[config.mk]
export PLATFORM = sky130hd
export DESIGN_NAME = cp_xfer_seq
export DESIGN_NICKNAME = d
export VERILOG_FILES = /design/src/rtl/cpx_pkg.sv /design/src/rtl/cpx_int_arb.sv /design/src/rtl/cpx_addr_chk.sv /design/src/rtl/cp_xfer_seq.sv
export SDC_FILE = /design/constraint.sdc
export NUM_CORES = 1
export LEC_CHECK = 0
export BUFFER_PORTS_ARGS = -buffer_cell sky130_fd_sc_hd__buf_2
export CELL_PAD_IN_SITES_DETAIL_PLACEMENT = 1
export CELL_PAD_IN_SITES_GLOBAL_PLACEMENT = 1
export CORE_AREA = 2 2 138 140
export DETAILED_ROUTE_END_ITERATION = 7
export DIE_AREA = 0 0 140 142
export GPL_ROUTABILITY_DRIVEN = 1
export PLACE_DENSITY = 0.77
export SETUP_SLACK_MARGIN = 0.05
export SLEW_MARGIN = 10
export SYNTH_ARGS = -nofsm -noshare
export SYNTH_HDL_FRONTEND = slang
export SYNTH_SLANG_ARGS = --single-unit
[constraint.sdc]
create_clock -name clk -period 2.2 [get_ports clk]
set_clock_uncertainty 0.2 [all_clocks]
set_input_delay 0 -clock clk [delete_from_list [all_inputs] [get_ports clk]]
set_output_delay 0 -clock clk [all_outputs]
set_load 0.02 [all_outputs]
[src/rtl/cpx_pkg.sv]
`timescale 1ns/1ps
package cpx_pkg;
  localparam logic [2:0] REQ_NONE  = 3'd0;
  localparam logic [2:0] REQ_FIRST = 3'd1;
  localparam logic [2:0] REQ_BUSY  = 3'd2;
  localparam logic [2:0] REQ_INTR  = 3'd3;
  localparam logic [2:0] REQ_XFER  = 3'd4;
  localparam logic [2:0] REQ_DATA  = 3'd5;

  localparam logic [1:0] RSP_BUSY = 2'd0;
  localparam logic [1:0] RSP_CANT = 2'd1;
  localparam logic [1:0] RSP_INC  = 2'd2;
  localparam logic [1:0] RSP_DONE = 2'd3;

  localparam logic [2:0] K_LOAD   = 3'd0;
  localparam logic [2:0] K_STORE  = 3'd1;
  localparam logic [2:0] K_TOCP   = 3'd2;
  localparam logic [2:0] K_FROMCP = 3'd3;
  localparam logic [2:0] K_OP     = 3'd4;

  localparam logic [1:0] ST_DONE    = 2'd0;
  localparam logic [1:0] ST_UNDEF   = 2'd1;
  localparam logic [1:0] ST_ABANDON = 2'd2;
  localparam logic [1:0] ST_ABORT   = 2'd3;

  localparam logic [1:0] CAUSE_NONE = 2'd0;
  localparam logic [1:0] CAUSE_RST  = 2'd1;
  localparam logic [1:0] CAUSE_FIQ  = 2'd2;
  localparam logic [1:0] CAUSE_IRQ  = 2'd3;

  typedef enum logic [3:0] {
    S_IDLE, S_FIRST, S_WAIT, S_BREQ, S_INTR, S_XFER, S_LDATA, S_SDATA, S_FIN
  } seq_state_e;
endpackage

[src/rtl/cpx_int_arb.sv]
`timescale 1ns/1ps
module cpx_int_arb
  import cpx_pkg::*;
(
  input  logic       rst_req,
  input  logic       fiq_req,
  input  logic       fiq_mask,
  input  logic       irq_req,
  input  logic       irq_mask,
  output logic       pending,
  output logic [1:0] cause
);
  logic fiq_live, irq_live;

  always_comb begin
    fiq_live = fiq_req & ~fiq_mask;
    irq_live = irq_req & ~irq_mask;
    pending  = rst_req | fiq_live | irq_live;
    if (rst_req)       cause = CAUSE_RST;
    else if (fiq_live) cause = CAUSE_FIQ;
    else if (irq_live) cause = CAUSE_IRQ;
    else               cause = CAUSE_NONE;
  end
endmodule

[src/rtl/cpx_addr_chk.sv]
`timescale 1ns/1ps
module cpx_addr_chk #(
  parameter int AW        = 32,
  parameter int LEGAL_AW  = 26,
  parameter int VEC_BYTES = 32
) (
  input  logic [AW-1:0] addr,
  output logic          bad
);
  localparam logic [AW-1:0] VEC_LIM = AW'(VEC_BYTES);

  logic high_bad;
  logic vec_hit;

  generate
    if (LEGAL_AW < AW) begin : g_range
      assign high_bad = |addr[AW-1:LEGAL_AW];
    end else begin : g_full
      assign high_bad = 1'b0;
    end
  endgenerate

  assign vec_hit = (addr < VEC_LIM);
  assign bad     = high_bad | vec_hit;
endmodule

[src/rtl/cp_xfer_seq.sv]
`timescale 1ns/1ps
module cp_xfer_seq
  import cpx_pkg::*;
#(
  parameter int DW        = 32,
  parameter int CPN       = 16,
  parameter int LEGAL_AW  = 26,
  parameter int VEC_BYTES = 32,
  parameter int FP_CP_LO  = 10,
  parameter int FP_CP_HI  = 11
) (
  input  logic           clk,
  input  logic           rst_n,
  input  logic           start,
  input  logic [2:0]     kind_in,
  input  logic [$clog2(CPN)-1:0] cp_num_in,
  input  logic [DW-1:0]  addr_in,
  input  logic [DW-1:0]  src_in,
  input  logic [CPN-1:0] cp_allow,
  input  logic           rst_req,
  input  logic           fiq_req,
  input  logic           fiq_mask,
  input  logic           irq_req,
  input  logic           irq_mask,
  output logic [2:0]     cp_req,
  output logic [$clog2(CPN)-1:0] cp_sel,
  output logic [DW-1:0]  cp_wdata,
  input  logic [1:0]     cp_resp,
  input  logic [DW-1:0]  cp_rdata,
  output logic [DW-1:0]  mem_addr,
  output logic           mem_re,
  output logic           mem_we,
  output logic [DW-1:0]  mem_wdata,
  input  logic [DW-1:0]  mem_rdata,
  output logic           busy,
  output logic           done,
  output logic [1:0]     status,
  output logic [1:0]     cause,
  output logic [DW-1:0]  result,
  output logic           fp_go
);
  localparam int CW = $clog2(CPN);
  localparam logic [DW-1:0] STEP = DW'(DW / 8);
  localparam logic [CW-1:0] FP_A = CW'(FP_CP_LO);
  localparam logic [CW-1:0] FP_B = CW'(FP_CP_HI);

  seq_state_e    state_q, state_d;
  logic [2:0]    kind_q;
  logic [CW-1:0] cpn_q;
  logic [DW-1:0] addr_q, addr_d;
  logic [DW-1:0] src_q;
  logic [DW-1:0] result_q;
  logic [1:0]    status_q, status_d;
  logic [1:0]    cause_q, cause_d;
  logic          local_q;

  logic cap_en, addr_en, res_en;
  logic is_fp, int_pend, addr_bad;
  logic [1:0] int_cause;

  assign is_fp = (cp_num_in == FP_A) || (cp_num_in == FP_B);

  cpx_int_arb u_arb (
    .rst_req  (rst_req),
    .fiq_req  (fiq_req),
    .fiq_mask (fiq_mask),
    .irq_req  (irq_req),
    .irq_mask (irq_mask),
    .pending  (int_pend),
    .cause    (int_cause)
  );

  cpx_addr_chk #(
    .AW        (DW),
    .LEGAL_AW  (LEGAL_AW),
    .VEC_BYTES (VEC_BYTES)
  ) u_chk (
    .addr (addr_q),
    .bad  (addr_bad)
  );

  // next-state logic
  always_comb begin
    state_d  = state_q;
    addr_d   = addr_q;
    status_d = status_q;
    cause_d  = cause_q;
    cap_en   = 1'b0;
    addr_en  = 1'b0;
    res_en   = 1'b0;
    case (state_q)
      S_IDLE: begin
        if (start) begin
          cap_en   = 1'b1;
          addr_en  = 1'b1;
          addr_d   = addr_in;
          cause_d  = CAUSE_NONE;
          status_d = ST_DONE;
          if (is_fp) begin
            state_d = S_FIN;
          end else if (!cp_allow[cp_num_in]) begin
            status_d = ST_UNDEF;
            state_d  = S_FIN;
          end else begin
            state_d = S_FIRST;
          end
        end
      end
      S_FIRST, S_BREQ: begin
        case (cp_resp)
          RSP_BUSY: state_d = S_WAIT;
          RSP_CANT: begin
            status_d = ST_UNDEF;
            state_d  = S_FIN;
          end
          default: begin
            case (kind_q)
              K_LOAD:  state_d = S_XFER;
              K_STORE: begin
                if (addr_bad) begin
                  status_d = ST_ABORT;
                  state_d  = S_FIN;
                end else begin
                  state_d = S_SDATA;
                end
              end
              K_FROMCP: begin
                res_en  = 1'b1;
                state_d = S_FIN;
              end
              default: state_d = S_FIN;
            endcase
          end
        endcase
      end
      S_WAIT: begin
        if (int_pend) begin
          cause_d = int_cause;
          state_d = S_INTR;
        end else begin
          state_d = S_BREQ;
        end
      end
      S_INTR: begin
        status_d = ST_ABANDON;
        state_d  = S_FIN;
      end
      S_XFER: state_d = S_LDATA;
      S_LDATA, S_SDATA: begin
        if (cp_resp == RSP_INC) begin
          addr_en = 1'b1;
          addr_d  = addr_q + STEP;
        end else begin
          state_d = S_FIN;
        end
      end
      S_FIN:   state_d = S_IDLE;
      default: state_d = S_IDLE;
    endcase
  end

  // registers
  always_ff @(posedge clk or negedge rst_n) begin
    if (!rst_n) begin
      state_q  <= S_IDLE;
      kind_q   <= K_OP;
      cpn_q    <= '0;
      addr_q   <= '0;
      src_q    <= '0;
      result_q <= '0;
      status_q <= ST_DONE;
      cause_q  <= CAUSE_NONE;
      local_q  <= 1'b0;
    end else begin
      state_q  <= state_d;
      status_q <= status_d;
      cause_q  <= cause_d;
      if (cap_en) begin
        kind_q  <= kind_in;
        cpn_q   <= cp_num_in;
        src_q   <= src_in;
        local_q <= is_fp;
      end
      if (addr_en) addr_q   <= addr_d;
      if (res_en)  result_q <= cp_rdata;
    end
  end

  // outputs
  always_comb begin
    case (state_q)
      S_FIRST:          cp_req = REQ_FIRST;
      S_BREQ:           cp_req = REQ_BUSY;
      S_INTR:           cp_req = REQ_INTR;
      S_XFER:           cp_req = REQ_XFER;
      S_LDATA, S_SDATA: cp_req = REQ_DATA;
      default:          cp_req = REQ_NONE;
    endcase
    if (state_q == S_LDATA)
      cp_wdata = mem_rdata;
    else if ((state_q == S_FIRST || state_q == S_BREQ) && kind_q == K_TOCP)
      cp_wdata = src_q;
    else
      cp_wdata = '0;
    mem_re    = (state_q == S_LDATA);
    mem_we    = (state_q == S_SDATA);
    mem_wdata = (state_q == S_SDATA) ? cp_rdata : '0;
  end

  assign cp_sel   = cpn_q;
  assign mem_addr = addr_q;
  assign busy     = (state_q != S_IDLE);
  assign done     = (state_q == S_FIN);
  assign status   = status_q;
  assign cause    = cause_q;
  assign result   = result_q;
  assign fp_go    = (state_q == S_FIN) && local_q;

  AST_DENIED_UNDEF: assert property (@(posedge clk) disable iff (!rst_n)
    (!busy && start && !is_fp && !cp_allow[cp_num_in]) |=> (done && status == ST_UNDEF));
  AST_FIRST_AFTER_START: assert property (@(posedge clk) disable iff (!rst_n)
    (!busy && start && !is_fp && cp_allow[cp_num_in]) |=> (cp_req == REQ_FIRST));
  AST_BUSY_IDLE_SLOT: assert property (@(posedge clk) disable iff (!rst_n)
    ((cp_req == REQ_FIRST || cp_req == REQ_BUSY) && cp_resp == RSP_BUSY) |=> (cp_req == REQ_NONE && busy));
  AST_INTR_ABANDON: assert property (@(posedge clk) disable iff (!rst_n)
    (cp_req == REQ_INTR) |=> (done && status == ST_ABANDON));
  AST_ADDR_STEP: assert property (@(posedge clk) disable iff (!rst_n)
    (cp_req == REQ_DATA && cp_resp == RSP_INC) |=> (mem_addr == $past(mem_addr) + STEP));
  AST_DONE_PULSE: assert property (@(posedge clk) disable iff (!rst_n)
    done |=> !done);
endmodule

==> metrics.md, run 1 <==
| Metric | Value |
|---|---|
| Static leakage | between 0.005 and 0.006 uW |
| Comb power frac | 45.8% |
| CTS Sinks | ~110 |
| Die area | between 15000 and 20000 um2 |
| Hold WC Path Type | input port to flop |
| DR pass1 iterations | 8 |
| CP delay by family, top | simple AND/OR/NAND/NOR gates |
| Num rows | 50 |
| Commonest non-fill, non-tap cells in the layout | buf_2 (271), nand2_1 (142), dlygate4sd3_1 (113) |
| Worst path required time | ~2 ns |
| Clock buffer depth | 2 |
| Post-synthesis sequential area ratio | between 40% and 50% |
| RSZ-0062 raised after global routing | yes |
| Routed wire per std cell | approximately 20 um |
| Crit path buf inv count | 2 |
| Initial Utilization | ~33% |
| CP peak stage delay | approximately 0.46 ns |
| Synth Register Bits | 112 |
| P&R area growth vs syn | 63.5% |
| Critical-path cell list | nor2_4 > and2_4 > and4bb_4 > clkbuf_16 > a22o_1 > buf_6 |
| Post-synth top flop | dfrtp_1 |
| Worst-Skew Late Latency | approximately 0.36 ns |
| Via-per-instance ratio | between 5 and 6 |
| Crit path DAT | between 1.5 and 2 ns |
| Critical path peak fanout | 8 |
| Slew Viols, Final | 0 |
| Violated checks | design-rule violations |
| Power Density | between 1000 and 1500 nW/um2 |
| Status | finished with violations |
| CTS buffer count | 9 |
| Synthesized area | approximately 6000 um2 |
| PortBufs | just over 300 |
| Global-route wire length before repair | around 40000 um |
| Grt ovf | 0 |
| Iteration-0 DRC count of the detailed router | between 300 and 400 |
| Register area | 2810 um2 |
| Core Util, Final | 53.3% |
| Distinct cells, synth | 56 |
| Critical Path Sink Type | output port |
| Internal | between 5000 and 6000 uW |
| Vias in the first global route | around 7400 |
| WS Path Type | flop to output port |
| Residual DRC count | 11 |
| Final nets | about 1200 |
| Final Power | between 10000 and 15000 uW |
| Post-synth EDFFs | 0 |
| Overall global routing resource usage | 24.6% |
| Routability cong. | just over 0.8 |
| Sw Share | between 40% and 50% |
| Post-Syn Instances | roughly 650 |
| Core Area | around 18000 um2 |
| Clock transition at path regs | roughly 0.080 ns |
| Crit path launch type | flop |
| Root buffer cell | clkbuf_16 |
| Die W | about 140 um |
| Max stage delay cell, worst path | dfrtp_2 |
| Setup_tns | 0 ns |
| Die Y-Extent | 142 um |
| Post-Syn Area per Cell | 9.29 um2 |
| DP HPWL | ~16000 um |
| Max Clock Freq | roughly 0.46 GHz |
| Vias | slightly below 7000 |
| Post-Syn Nets | between 800 and 900 |
| VDD IR max | between 0.0004 and 0.0005 V |
| Period minus WS final | approximately 2.2 ns |
| Ys async rst share | 100% |
| Max-cap violations | 0 |
| CTS tree | built |
| Final period util | 98.1% |
| Yosys warning count | 0 |
| Final setup fails | 0 |
| Commonest non-fill, non-tap cell in the layout | buf_2 |
| Final hold violations | 0 |
| Switching power | between 4000 and 5000 uW |
| Largest net degree at the start of global routing | 66 |
| Initial antenna violation count | 2 |
| Worst slew pin tran | 0.491 ns |
| Area occupied by multi-input gates | about 3000 um2 |
| Clock Power Share | between 15 and 20% |
| I/O pin total | just over 300 |
| DRT Wirelength | around 26000 um |
| Antenna-violating nets left | 0 |
| Worst slew margin | roughly 67% |
| H-Tree Level Count | 3 |
| Sequential power share | between 30 and 40% |
| Layout cells sized above 1 | 40.4% |
| Fillers | around 2100 |
-- through the flow --
step                setup WS (ns)  hold WS [ns]  cells  cell area (um2)
floorplan                  0.0771        -0.496    647             6010
global placement           0.0840        -0.249   1174             7990
detailed placement          0.109        -0.247   1174             7990
CTS                        0.0529      0.000165   1306             9490
global route             -0.00695        0.0234   1316             9830
finish                     0.0413       0.00977   1316             9830
-- power groups by stage --
stage / sequential, uW / combinational (uW) / clock (uW)
global placement: 3620 / 4120 / 0
global route: 3800 / 4980 / 1870
floorplan: 4200 / 1830 / 0
finish: 3680 / 4590 / 1750
detailed placement: 3670 / 4190 / 0
CTS: 3630 / 4410 / 1800
-- what timing repair did --
item                       in CTS  in global routing
hold buffers                  114                  0
gates cloned                    1                  3
setup endpoints to repair      25                 44
pin swaps                       0                  3
resized for setup               6                 66
buffers inserted                1                  5
hold endpoints to repair      220                  0
-- final timing paths --
kind / start / to / slack, ns / cells past startpoint
setup / recovery: state_q[3] / cp_wdata[28] / 0.04 / 6
hold / removal: start / src_q[4] / 0.01 / 5
setup reg to reg: mem_addr[3] / mem_addr[20] / 0.11 / 7
hold reg to reg: src_q[3] / src_q[3] / 0.28 / 2
max in group asynchronous: rst_n / kind_q[2] / 0.87 / 4
min in group asynchronous: rst_n / result[12] / 0.55 / 4
-- metal layers --
metal,track usage (%),wire [um],up-vias
li1,-,-,3192
met1,30.0,10400,3441
met2,42.3,13000,258
met3,4.78,1350,69
met4,11.7,1150,0
met5,0,0,-
-- synthesized netlist by cell type, types with 3 or more instances --
master	count	area share, %
a21oi_1	40	3.3
a22o_1	37	5.4
a22oi_1	4	0.50
a2bb2oi_1	4	0.58
a31oi_1	10	1.0
and2_1	5	0.52
and3_1	43	4.5
buf_2	18	1.5
clkbuf_1	31	1.9
dfrtp_1	111	46
inv_1	4	0.25
mux2_2	38	7.1
mux4_1	4	1.7
nand2_1	142	8.9
nand2b_1	4	0.42
nand3_1	17	1.4
nand4_1	6	0.62
nor2_1	28	1.7
nor2b_1	6	0.62
nor3_1	7	0.58
nor4_1	5	0.52
o21ai_0	22	1.8
o22a_1	7	1.0
o22ai_1	11	1.1
o2bb2a_1	3	0.50
o31ai_1	3	0.37
-- state kept, by name, summed over array words and instances (netlist names) --
register  count
cause         2
cp_sel        4
kind_q        3
local_q       1
mem_addr     32
result       32
src_q        32
state_q       4
status        2
-- cells by family (layout without fill, tap and decap cells) --
logic type	count (synthesis)	after routing	synth area share, %
AND/OR/NAND/NOR	279	279	22.1
multiplexers	42	42	8.87
adder cells (fa/ha/maj)	1	1	0.208
XOR/XNOR	1	1	0.146
other	0	2	0
flip-flops	112	112	46.6
AO/OA/AOI/OAI	158	158	18.2
buffers and inverters	54	487	3.87
-- final cells by class --
class	instances	area share (%)
tap	234	2.98
clock inverter	7	0.789
inverter	4	0.153
timing repair buffer	467	34.2
antenna	2	0.0509
clock buffer	9	2.29
multi-input combinational	481	30.9
sequential	112	28.6
-- tightest hold or removal path: stages --
cell and delay [ns]:
buf_2 0.13, nand3_2 0.10, buf_4 0.18, nand2_1 0.06
nand2_1 0.06
(Power assumes the default switching activity.)
==> inputs of run 2 (changes only) <==
--- a/config.mk
+++ b/config.mk
@@ -5,14 +5,16 @@
 export SDC_FILE = /design/constraint.sdc
 export NUM_CORES = 1
 export LEC_CHECK = 0
+export ABC_AREA = 1
+export ABC_CLOCK_PERIOD_IN_PS = 2200
 export BUFFER_PORTS_ARGS = -buffer_cell sky130_fd_sc_hd__buf_2
 export CELL_PAD_IN_SITES_DETAIL_PLACEMENT = 1
 export CELL_PAD_IN_SITES_GLOBAL_PLACEMENT = 1
-export CORE_AREA = 2 2 138 140
+export CORE_AREA = 2 2 147 149
 export DETAILED_ROUTE_END_ITERATION = 7
-export DIE_AREA = 0 0 140 142
+export DIE_AREA = 0 0 149 151
 export GPL_ROUTABILITY_DRIVEN = 1
-export PLACE_DENSITY = 0.77
+export PLACE_DENSITY = 0.76
 export SETUP_SLACK_MARGIN = 0.05
 export SLEW_MARGIN = 10
 export SYNTH_ARGS = -nofsm -noshare
==> constraint.sdc (replaced) <==
create_clock -name clk -period 2.2 [get_ports clk]
set_clock_uncertainty 0.2 [all_clocks]
set_input_delay 0 -clock clk [delete_from_list [all_inputs] [get_ports clk]]
set_output_delay 0 -clock clk [all_outputs]
set_load 0.005 [all_outputs]
==> run 2 against run 1 <==
  * The flow finishes with violations (negative hold slack)
  * Total power is 8.3% lower
  * Critical path depth grew 1
  * Routed wire length decreased by 0.33%
  * Cell count rose by 21%
  * Critical endpoint is now cause[1]
  * Largest cell class is now multi-input combinational cells
==> metrics.md, run 2 <==
| Metric | Value |
|---|---|
| Status | finished with violations (unchanged) |
| Violated checks | negative hold slack (was design-rule violations) |
| Setup WS pre-CTS | 0.211 ns (was 0.109 ns) |
| Worst slew margin | 59.3% (was 67.2%) |
| Synthesized area | 6560 um2 (was 6010 um2) |
| H-Tree Level Count | 3 (unchanged) |
| Synth Register Bits | 112 (unchanged) |
| Post-synth EDFFs | 0 (unchanged) |
| Via-per-instance ratio | 4.72 (was 5.29) |
| CTS Sinks | 112 (unchanged) |
| RSZ-0062 raised after global routing | yes (unchanged) |
| Vias in the first global route | 8106 (was 7356) |
| Crit path launch type | input port (was flop) |
| Period minus WS final | 2.04 ns (was 2.16 ns) |
| Hold WC Path Type | input port to async pin (was input port to flop) |
| Final nets | 1473 (was 1237) |
| Final Cell Area | 9830 um2 (about the same) |
| P&R area growth vs syn | 49.7% (was 63.5%) |
| Power Density | 935 nW/um2 (was 1020 nW/um2) |
| Reg-to-Reg Start | mem_addr[2] (was mem_addr[3]) |
| Crit path DAT | 2.08 ns (was 1.96 ns) |
| WS Path Type | input port to flop (was flop to output port) |
| Most common cell in the netlist | nand2_1 (unchanged) |
| Commonest non-fill, non-tap cells in the layout | buf_2 (303), nand2_1 (191), nor2_1 (142) (was buf_2 (271), nand2_1 (142), dlygate4sd3_1 (113)) |
| I/O pin total | 305 (unchanged) |
| Post-synth top flop | dfrtp_1 (unchanged) |
| Worst slew pin tran | 0.610 ns (was 0.491 ns) |
| Final worst slack | 0.160 ns (was 0.0413 ns) |
| Post-Syn Nets | 1067 (was 809) |
| Post-Syn Instances | 905 (was 647) |
| Root buffer cell | clkbuf_16 (unchanged) |
| Layout cells sized above 1 | 30.9% (was 40.4%) |
| Initial antenna violation count | 1 (was 2) |
| Final hold violations | 1 (was 0) |
| Clock buffer depth | 2 (unchanged) |
| Worst path required time | 2.24 ns (was 2.00 ns) |
| Mux share of post-synthesis cell area | 0.343% (was 8.87%) |
| DR pass1 iterations | 4 (was 8) |
| Routed wire per std cell | 16.2 um (was 19.7 um) |
| Clock transition at path regs | 0.08 ns (about the same) |
| Initial Utilization | 31.5% (was 32.6%) |
| Area share of fa/ha/maj cells after synthesis | 0.191% (was 0.208%) |
| Final setup fails | 0 (unchanged) |
| CTS buffer count | 9 (unchanged) |
| Placed inst area | 8390 um2 (was 7990 um2) |
| Post-Synth XOR/XNOR Area | 1.73% (was 0.146%) |
| Area share of and/or/nand/nor cells after synthesis | 28.6% (was 22.1%) |
| Final period util | 92.7% (was 98.1%) |
| Post-synth top area share | 42.3% (was 46.2%) |
| Vias | 7517 (was 6960) |
| DRT Wirelength | 25800 um (was 25900 um) |
| CTS tree | built (unchanged) |
| Num rows | 53 (was 50) |
| Routability cong. | 0.889 (was 0.812) |
| Iteration-0 DRC count of the detailed router | 218 (was 360) |
| Global-route wire length before repair | 40800 um (was 39200 um) |
| Ys async rst share | 100% (unchanged) |
| VDD IR max | 0.000463 V (was 0.000430 V) |
| Largest family of logic cells by synthesized area | simple AND/OR/NAND/NOR gates (unchanged) |
| Post-synthesis sequential area ratio | 42.7% (was 46.6%) |
| Core Area | 20800 um2 (was 18500 um2) |
| Critical path peak fanout | 3 (was 8) |
| Max-cap violations | 0 (unchanged) |
| Post-CTS Setup Bufs | 0 (was 1) |
| Launch point of the worst path | irq_req (was state_q[3]) |
| Setup_tns | 0 ns (unchanged) |
| Overall global routing resource usage | 22.9% (was 24.6%) |
| Residual DRC count | 0 (was 11) |
| Hold Slack | -0.00725 ns (was 0.00977 ns) |
| Largest net degree at the start of global routing | 85 (was 66) |
| Worst-Skew Late Latency | 0.35 ns (was 0.36 ns) |
| Die area | 22500 um2 (was 19900 um2) |
| Antenna-violating nets left | 0 (unchanged) |
| DP HPWL | 18600 um (was 16100 um) |
| Grt ovf | 0 (unchanged) |
| Die Y-Extent | 151 um (was 142 um) |
| Synth Area in Compound Gates | 15.4% (was 18.2%) |
| Leading area contributor after synthesis | dfrtp_1 (unchanged) |
| Yosys warning count | 0 (unchanged) |
| Static leakage | 0.00528 uW (was 0.00510 uW) |
| Top post-synthesis cells by count | nand2_1 (192), nor2_1 (144), inv_1 (125) (was nand2_1 (142), dfrtp_1 (111), and3_1 (43)) |
| Max Clock Freq | 0.490 GHz (was 0.463 GHz) |
| Distinct cells, synth | 41 (was 56) |
| Die W | 149 um (was 140 um) |
| PortBufs | 304 (unchanged) |
| Critical Path Sink Type | flop (was output port) |
| Synth top area cells | dfrtp_1 (42%), nand2_1 (11%), nor2_1 (8.2%), inv_1 (7.1%), o21ai_0 (5.2%) (was dfrtp_1 (46%), nand2_1 (8.9%), mux2_2 (7.1%), a22o_1 (5.4%), and3_1 (4.5%)) |
| Commonest non-fill, non-tap cell in the layout | buf_2 (unchanged) |
| Slew Viols, Final | 0 (unchanged) |
| Post-Syn Area per Cell | 7.25 um2 (was 9.29 um2) |
==> run 2: worst paths after layout <==
kind / to / slack, ns / cells after the start
worst max-delay path: cause[1] / 0.16 / 7
worst min-delay path: mem_addr[5] / -0.007 / 2
worst max register to register: mem_addr[16] / 0.26 / 9
worst min register to register: status[1] / 0.28 / 2
max in group asynchronous: local_q / 1.10 / 3
min in group clk: state_q[1] / 0.04 / 6
==> run 2: what timing repair did <==
action	CTS	global route
setup endpoints to repair	0	41
hold buffers	112	0
endpoints found under the hold margin	224	0
resized for setup	0	8
==> run 2: layer usage <==
layer,vias to the layer above,global-route usage (%),wire (um)
li1,3673,-,-
met1,3577,26.8,10500
met2,218,42.3,13500
met3,49,3.73,1100
met4,0,8.14,758
met5,-,0,0
==> run 2: metrics by stage <==
step	cells	hold WS [ns]	total power, uW	util [%]
after global placement	1463	-0.161	7230	40.3
final	1593	-0.00725	9190	47.2
after detailed placement	1463	-0.157	7390	40.3
after CTS	1591	0.00888	9260	47.1
after floorplan	905	-0.496	5770	-
after global routing	1592	0.0394	9920	47.2
==> run 2: power by group <==
part           switching (uW)  internal, uW
Clock                     860           806
Combinational            2320          1580
Sequential                710          2920
Total                    3890          5300
==> run 2: final cells by class <==
type | instances | area, um2
Sequential cell | 112 | 2800
Timing Repair Buffer | 432 | 2840
Clock buffer | 9 | 225
Fill cell | 2685 | 11000
Multi-Input combinational cell | 623 | 3040
Clock inverter | 7 | 70.1
Inverter | 133 | 502
Antenna cell | 2 | 5.00
Tap cell | 275 | 344
==> run 2: logic make-up (layout without fill, tap and decap cells) <==
group,Yosys count,count (layout)
DFF,112,112
xor gates and xnor gates,13,13
muxes,2,2
adders and majority gates,1,1
AOI/OAI and AO/OA,170,170
other,0,2
buffers and inverters,170,581
and+or+nand+nor,437,437
==> run 2: worst max-delay path: stages <==
cell and delay [ns]:
dlygate4sd3_1 0.53, buf_2 0.13, nand2_1 0.05, dlygate4sd3_1 0.55, nand2_2 0.06, dlygate4sd3_1 0.56
a32o_1 0.20
==> inputs of run 3 (changes only) <==
--- a/config.mk
+++ b/config.mk
@@ -6,17 +6,18 @@
 export NUM_CORES = 1
 export LEC_CHECK = 0
 export ABC_AREA = 1
-export ABC_CLOCK_PERIOD_IN_PS = 2200
+export ABC_CLOCK_PERIOD_IN_PS = 1700
 export BUFFER_PORTS_ARGS = -buffer_cell sky130_fd_sc_hd__buf_2
 export CELL_PAD_IN_SITES_DETAIL_PLACEMENT = 1
 export CELL_PAD_IN_SITES_GLOBAL_PLACEMENT = 1
-export CORE_AREA = 2 2 147 149
+export CORE_AREA = 2 2 153 155
 export DETAILED_ROUTE_END_ITERATION = 7
-export DIE_AREA = 0 0 149 151
+export DIE_AREA = 0 0 155 157
 export GPL_ROUTABILITY_DRIVEN = 1
-export PLACE_DENSITY = 0.76
+export PLACE_DENSITY = 0.73
 export SETUP_SLACK_MARGIN = 0.05
 export SLEW_MARGIN = 10
 export SYNTH_ARGS = -nofsm -noshare
 export SYNTH_HDL_FRONTEND = slang
+export SYNTH_HIERARCHICAL = 1
 export SYNTH_SLANG_ARGS = --single-unit
==> constraint.sdc (replaced) <==
create_clock -name clk -period 1.7 [get_ports clk]
set_clock_uncertainty 0.2 [all_clocks]
set_input_delay 0 -clock clk [delete_from_list [all_inputs] [get_ports clk]]
set_output_delay 0 -clock clk [all_outputs]
set_load 0.005 [all_outputs]
==> run 3 against run 2 <==
  * The run ends with negative setup slack left
  * Final area increased by 28%
  * Global-route usage grew 3.1 points
  * Critical path type is now flop to flop
  * Largest cell class is now non-clock buffers
  * Sequential share of layout area down 6.3 points
  * Largest power group unchanged
  * Critical path depth grew 4
  * Combinational power rose to 2.8 times the previous value
  * Highest routed layer unchanged
==> metrics.md, run 3 <==
| Metric | Value |
|---|---|
| Status | finished with violations (unchanged) |
| Violated checks | negative setup slack (was negative hold slack) |
| Clock buffer depth | 2 (unchanged) |
| Final nets | 1660 (was 1473) |
| Initial antenna violation count | 1 (unchanged) |
| Layout cells sized above 1 | 45.7% (was 30.9%) |
| Sequential power share | 27.1% (was 39.5%) |
| I/O pin total | 305 (unchanged) |
| Largest family of logic cells by synthesized area | simple AND/OR/NAND/NOR gates (unchanged) |
| Commonest non-fill, non-tap cells in the layout | buf_2 (299), nand2_1 (230), buf_4 (121) (was buf_2 (303), nand2_1 (191), nor2_1 (142)) |
| Overall global routing resource usage | 26.0% (was 22.9%) |
| Sw Share | 43.1% (was 42.3%) |
| Final hold violations | 0 (was 1) |
| Root buffer cell | clkbuf_16 (unchanged) |
| Clock Power Share | 13.2% (was 18.1%) |
| Vias | 9114 (was 7517) |
| Distinct cells, synth | 40 (was 41) |
| Worst-Skew Late Latency | 0.37 ns (was 0.35 ns) |
| Routability cong. | 0.886 (was 0.889) |
| Switching power | 7820 uW (was 3890 uW) |
| Crit path launch type | flop (was input port) |
| Synthesized area | 6520 um2 (was 6560 um2) |
| Synth Area in Compound Gates | 13.4% (was 15.4%) |
| CTS buffer count | 9 (unchanged) |
| Via-per-instance ratio | 5.09 (was 4.72) |
| DR pass1 iterations | 5 (was 4) |
| Worst reg2reg path depth | 11 (was 9) |
| H-Tree Level Count | 3 (unchanged) |
| DRT Wirelength | 36700 um (was 25800 um) |
| RSZ-0062 raised after global routing | yes (unchanged) |
| Final Power | 18200 uW (was 9190 uW) |
| Post-synth top area share | 42.6% (was 42.3%) |
| Residual DRC count | 0 (unchanged) |
| Met3 wire length | 1950 um (was 1100 um) |
| Inst Count DP | 1573 (was 1463) |
| CTS Sinks | 112 (unchanged) |
| Post-Syn Nets | 1070 (was 1067) |
| Final worst slack | -0.313 ns (was 0.160 ns) |
| Antenna-violating nets left | 0 (unchanged) |
| Max-cap violations | 0 (unchanged) |
| Hold Slack | 0.0425 ns (was -0.00725 ns) |
| R2r endpoint | mem_addr[24] (was mem_addr[16]) |
| Critical path peak fanout | 6 (was 3) |
| Post-synth top flop | dfrtp_1 (unchanged) |
| Period minus WS final | between 2 and 2.5 ns |
| Critical Path Sink Type | flop (unchanged) |
| R2r setup slk | -0.31 ns (was 0.26 ns) |
| Power Density | 1440 nW/um2 (was 935 nW/um2) |
| Grt ovf | 0 (unchanged) |
| Die Y-Extent | 157 um (was 151 um) |
| Met2 routed WL | 19200 um (was 13500 um) |
| Commonest non-fill, non-tap cell in the layout | buf_2 (unchanged) |
| Setup WS pre-CTS | -0.204 ns (was 0.211 ns) |
| WS Path Type | flop to flop (was input port to flop) |
| Global-route wire length before repair | 49500 um (was 40800 um) |
| Num rows | 55 (was 53) |
| Top post-synthesis cells by count | nand2_1 (267), nor2_1 (123), dfrtp_1 (111) (was nand2_1 (192), nor2_1 (144), inv_1 (125)) |
| Core Area | 22500 um2 (was 20800 um2) |
| Most common cell in the netlist | nand2_1 (unchanged) |
| Setup_tns | -25.83 ns (was 0 ns) |
| Leading area contributor after synthesis | dfrtp_1 (unchanged) |
| Hold endpoint | state_q[2] |
| Final setup fails | 181 (was 0) |
| Synth Register Bits | 112 (unchanged) |
| Post-Synth XOR/XNOR Area | 0.537% (was 1.73%) |
| CTS tree | built (unchanged) |
| Worst min-delay path startpoint | fiq_req |
| Routed wire per std cell | 20.5 um (was 16.2 um) |
| DP HPWL | 20300 um (was 18600 um) |
| Crit path DAT | 2.06 ns (was 2.08 ns) |
| Post-synthesis sequential area ratio | 43.0% (was 42.7%) |
| Comb power frac | 59.7% (was 42.4%) |
| DR top layer | met4 (unchanged) |
| Ys async rst share | 100% (unchanged) |
| Clock transition at path regs | 0.09 ns (was 0.08 ns) |
| Slew Viols, Final | 0 (unchanged) |
| Post-Syn Area per Cell | 7.18 um2 (was 7.25 um2) |
| Worst slew margin | 75.7% (was 59.3%) |
| Reg-to-Reg Start | mem_addr[15] (was mem_addr[2]) |
| PortBufs | 304 (unchanged) |
| P&R area growth vs syn | 93.5% (was 49.7%) |
| M1 WL | 13900 um (was 10500 um) |
| Post-Syn Instances | 908 (was 905) |
| Internal | 10300 uW (was 5300 uW) |
| Die area | 24300 um2 (was 22500 um2) |
| Static leakage | 0.00654 uW (was 0.00528 uW) |
| Worst path required time | 1.75 ns (was 2.24 ns) |
| Hold WC Path Type | input port to flop (was input port to async pin) |
| Vias in the first global route | 9374 (was 8106) |
| Area share of fa/ha/maj cells after synthesis | 0.192% (was 0.191%) |
| Initial Utilization | 29.0% (was 31.5%) |
| Worst slew pin tran | 0.365 ns (was 0.610 ns) |
| Max Clock Freq | slightly below 0.5 GHz |
| Hold depth | 5 |
| Die W | 155 um (was 149 um) |
| Synth top area cells | dfrtp_1 (43%), nand2_1 (15%), nor2_1 (7.1%), inv_1 (5.8%), nand3_1 (4.7%) (was dfrtp_1 (42%), nand2_1 (11%), nor2_1 (8.2%), inv_1 (7.1%), o21ai_0 (5.2%)) |
| Mux share of post-synthesis cell area | 0% (was 0.343%) |
| Iteration-0 DRC count of the detailed router | 439 (was 218) |
| Area share of and/or/nand/nor cells after synthesis | 33.0% (was 28.6%) |
| VDD IR max | 0.000592 V (was 0.000463 V) |
| Post-synth EDFFs | 0 (unchanged) |
| Final period util | 118% |
| Yosys warning count | 6 (was 0) |
| Final std cells w/o fill | 1790 (was 1593) |
| Largest net degree at the start of global routing | 61 (was 85) |
==> run 3: cell types whose count changed in the layout (fill, tap and decap cells not counted), sizes merged, moves of 5 or more <==
cell | before | now
a32o | 1 | 24
buf | 320 | 491
a21oi | 39 | 53
dlygate4sd3 | 112 | 117
o21a | 0 | 8
nand2 | 198 | 273
nor2 | 147 | 130
clkbuf | 9 | 19
nand3 | 53 | 62
o21ai | 111 | 38
xor2 | 12 | 4
inv | 137 | 110
==> run 3: cells by family (layout without fill, tap and decap cells) <==
kind of cell,count (synthesis),in the layout
xor+xnor,4,4
flops,112,112
compound gates,139,139
buf+inv,146,740
other cells,0,2
fa+ha+maj,1,1
simple gates,506,507
==> run 3: layout make-up <==
class | count | area, um2
fill | 2721 | 9890
timing repair buffer | 618 | 4970
multi-input combinational | 651 | 3710
sequential | 112 | 2810
inverter | 105 | 437
tap | 285 | 357
clock buffer | 9 | 225
clock inverter | 7 | 95.1
timing repair inverter | 1 | 8.76
antenna | 2 | 5.00
==> run 3: power groups by stage <==
stage	combinational, uW	sequential, uW	clock [uW]
3_5_place_dp	7220	4820	0
4_1_cts	8910	4800	2410
3_3_place_gp	7010	4760	0
5_1_grt	11600	5060	2520
2_1_floorplan	3130	4930	0
6_report	10800	4920	2400
==> run 3: timing repair <==
item	CTS	global route
pin swaps	32	56
hold buffers	117	0
setup endpoints to repair	176	184
gates cloned	13	12
gates resized for setup	109	165
buffers inserted	33	30
hold endpoints to repair	224	0
==> run 3: how the worst max path moves through the flow <==
stage / start / depth (start not counted) / slack, ns / end
final: mem_addr[15] / 11 / -0.31 / mem_addr[24]
after detailed placement: mem_addr[26] / 10 / -0.20 / state_q[3]
after CTS: state_q[2] / 9 / -0.22 / mem_wdata[23]
after floorplan: mem_addr[24] / 11 / 0.04 / status[0]
after global placement: mem_addr[24] / 11 / -0.15 / status[0]
after global routing: mem_addr[13] / 12 / -0.37 / mem_addr[26]
==> run 3: metal layers <==
| layer | vias up | GRT usage [%] |
|---|---|---|
| li1 | 4121 | - |
| met1 | 4475 | 29.7 |
| met2 | 390 | 48.9 |
| met3 | 128 | 4.19 |
| met4 | 0 | 9.08 |
| met5 | - | 0 |
==> run 3: metrics by stage <==
step	utilization [%]	area, um2
after floorplan	-	6560
after global placement	40.9	9210
after detailed placement	40.9	9210
after CTS	51.6	11600
after global routing	56.1	12600
final	56.1	12600
==> run 3: critical path, cell delays in order (launching register included) <==
cell and delay (ns):
dfrtp_1 0.42, buf_6 0.13, inv_1 0.09, nor3_2 0.24, buf_4 0.21, nand2_1 0.08
nor2_2 0.15, nand2_1 0.08, nand2_1 0.07, nand3_1 0.09, nand2_1 0.08, nand2_1 0.06
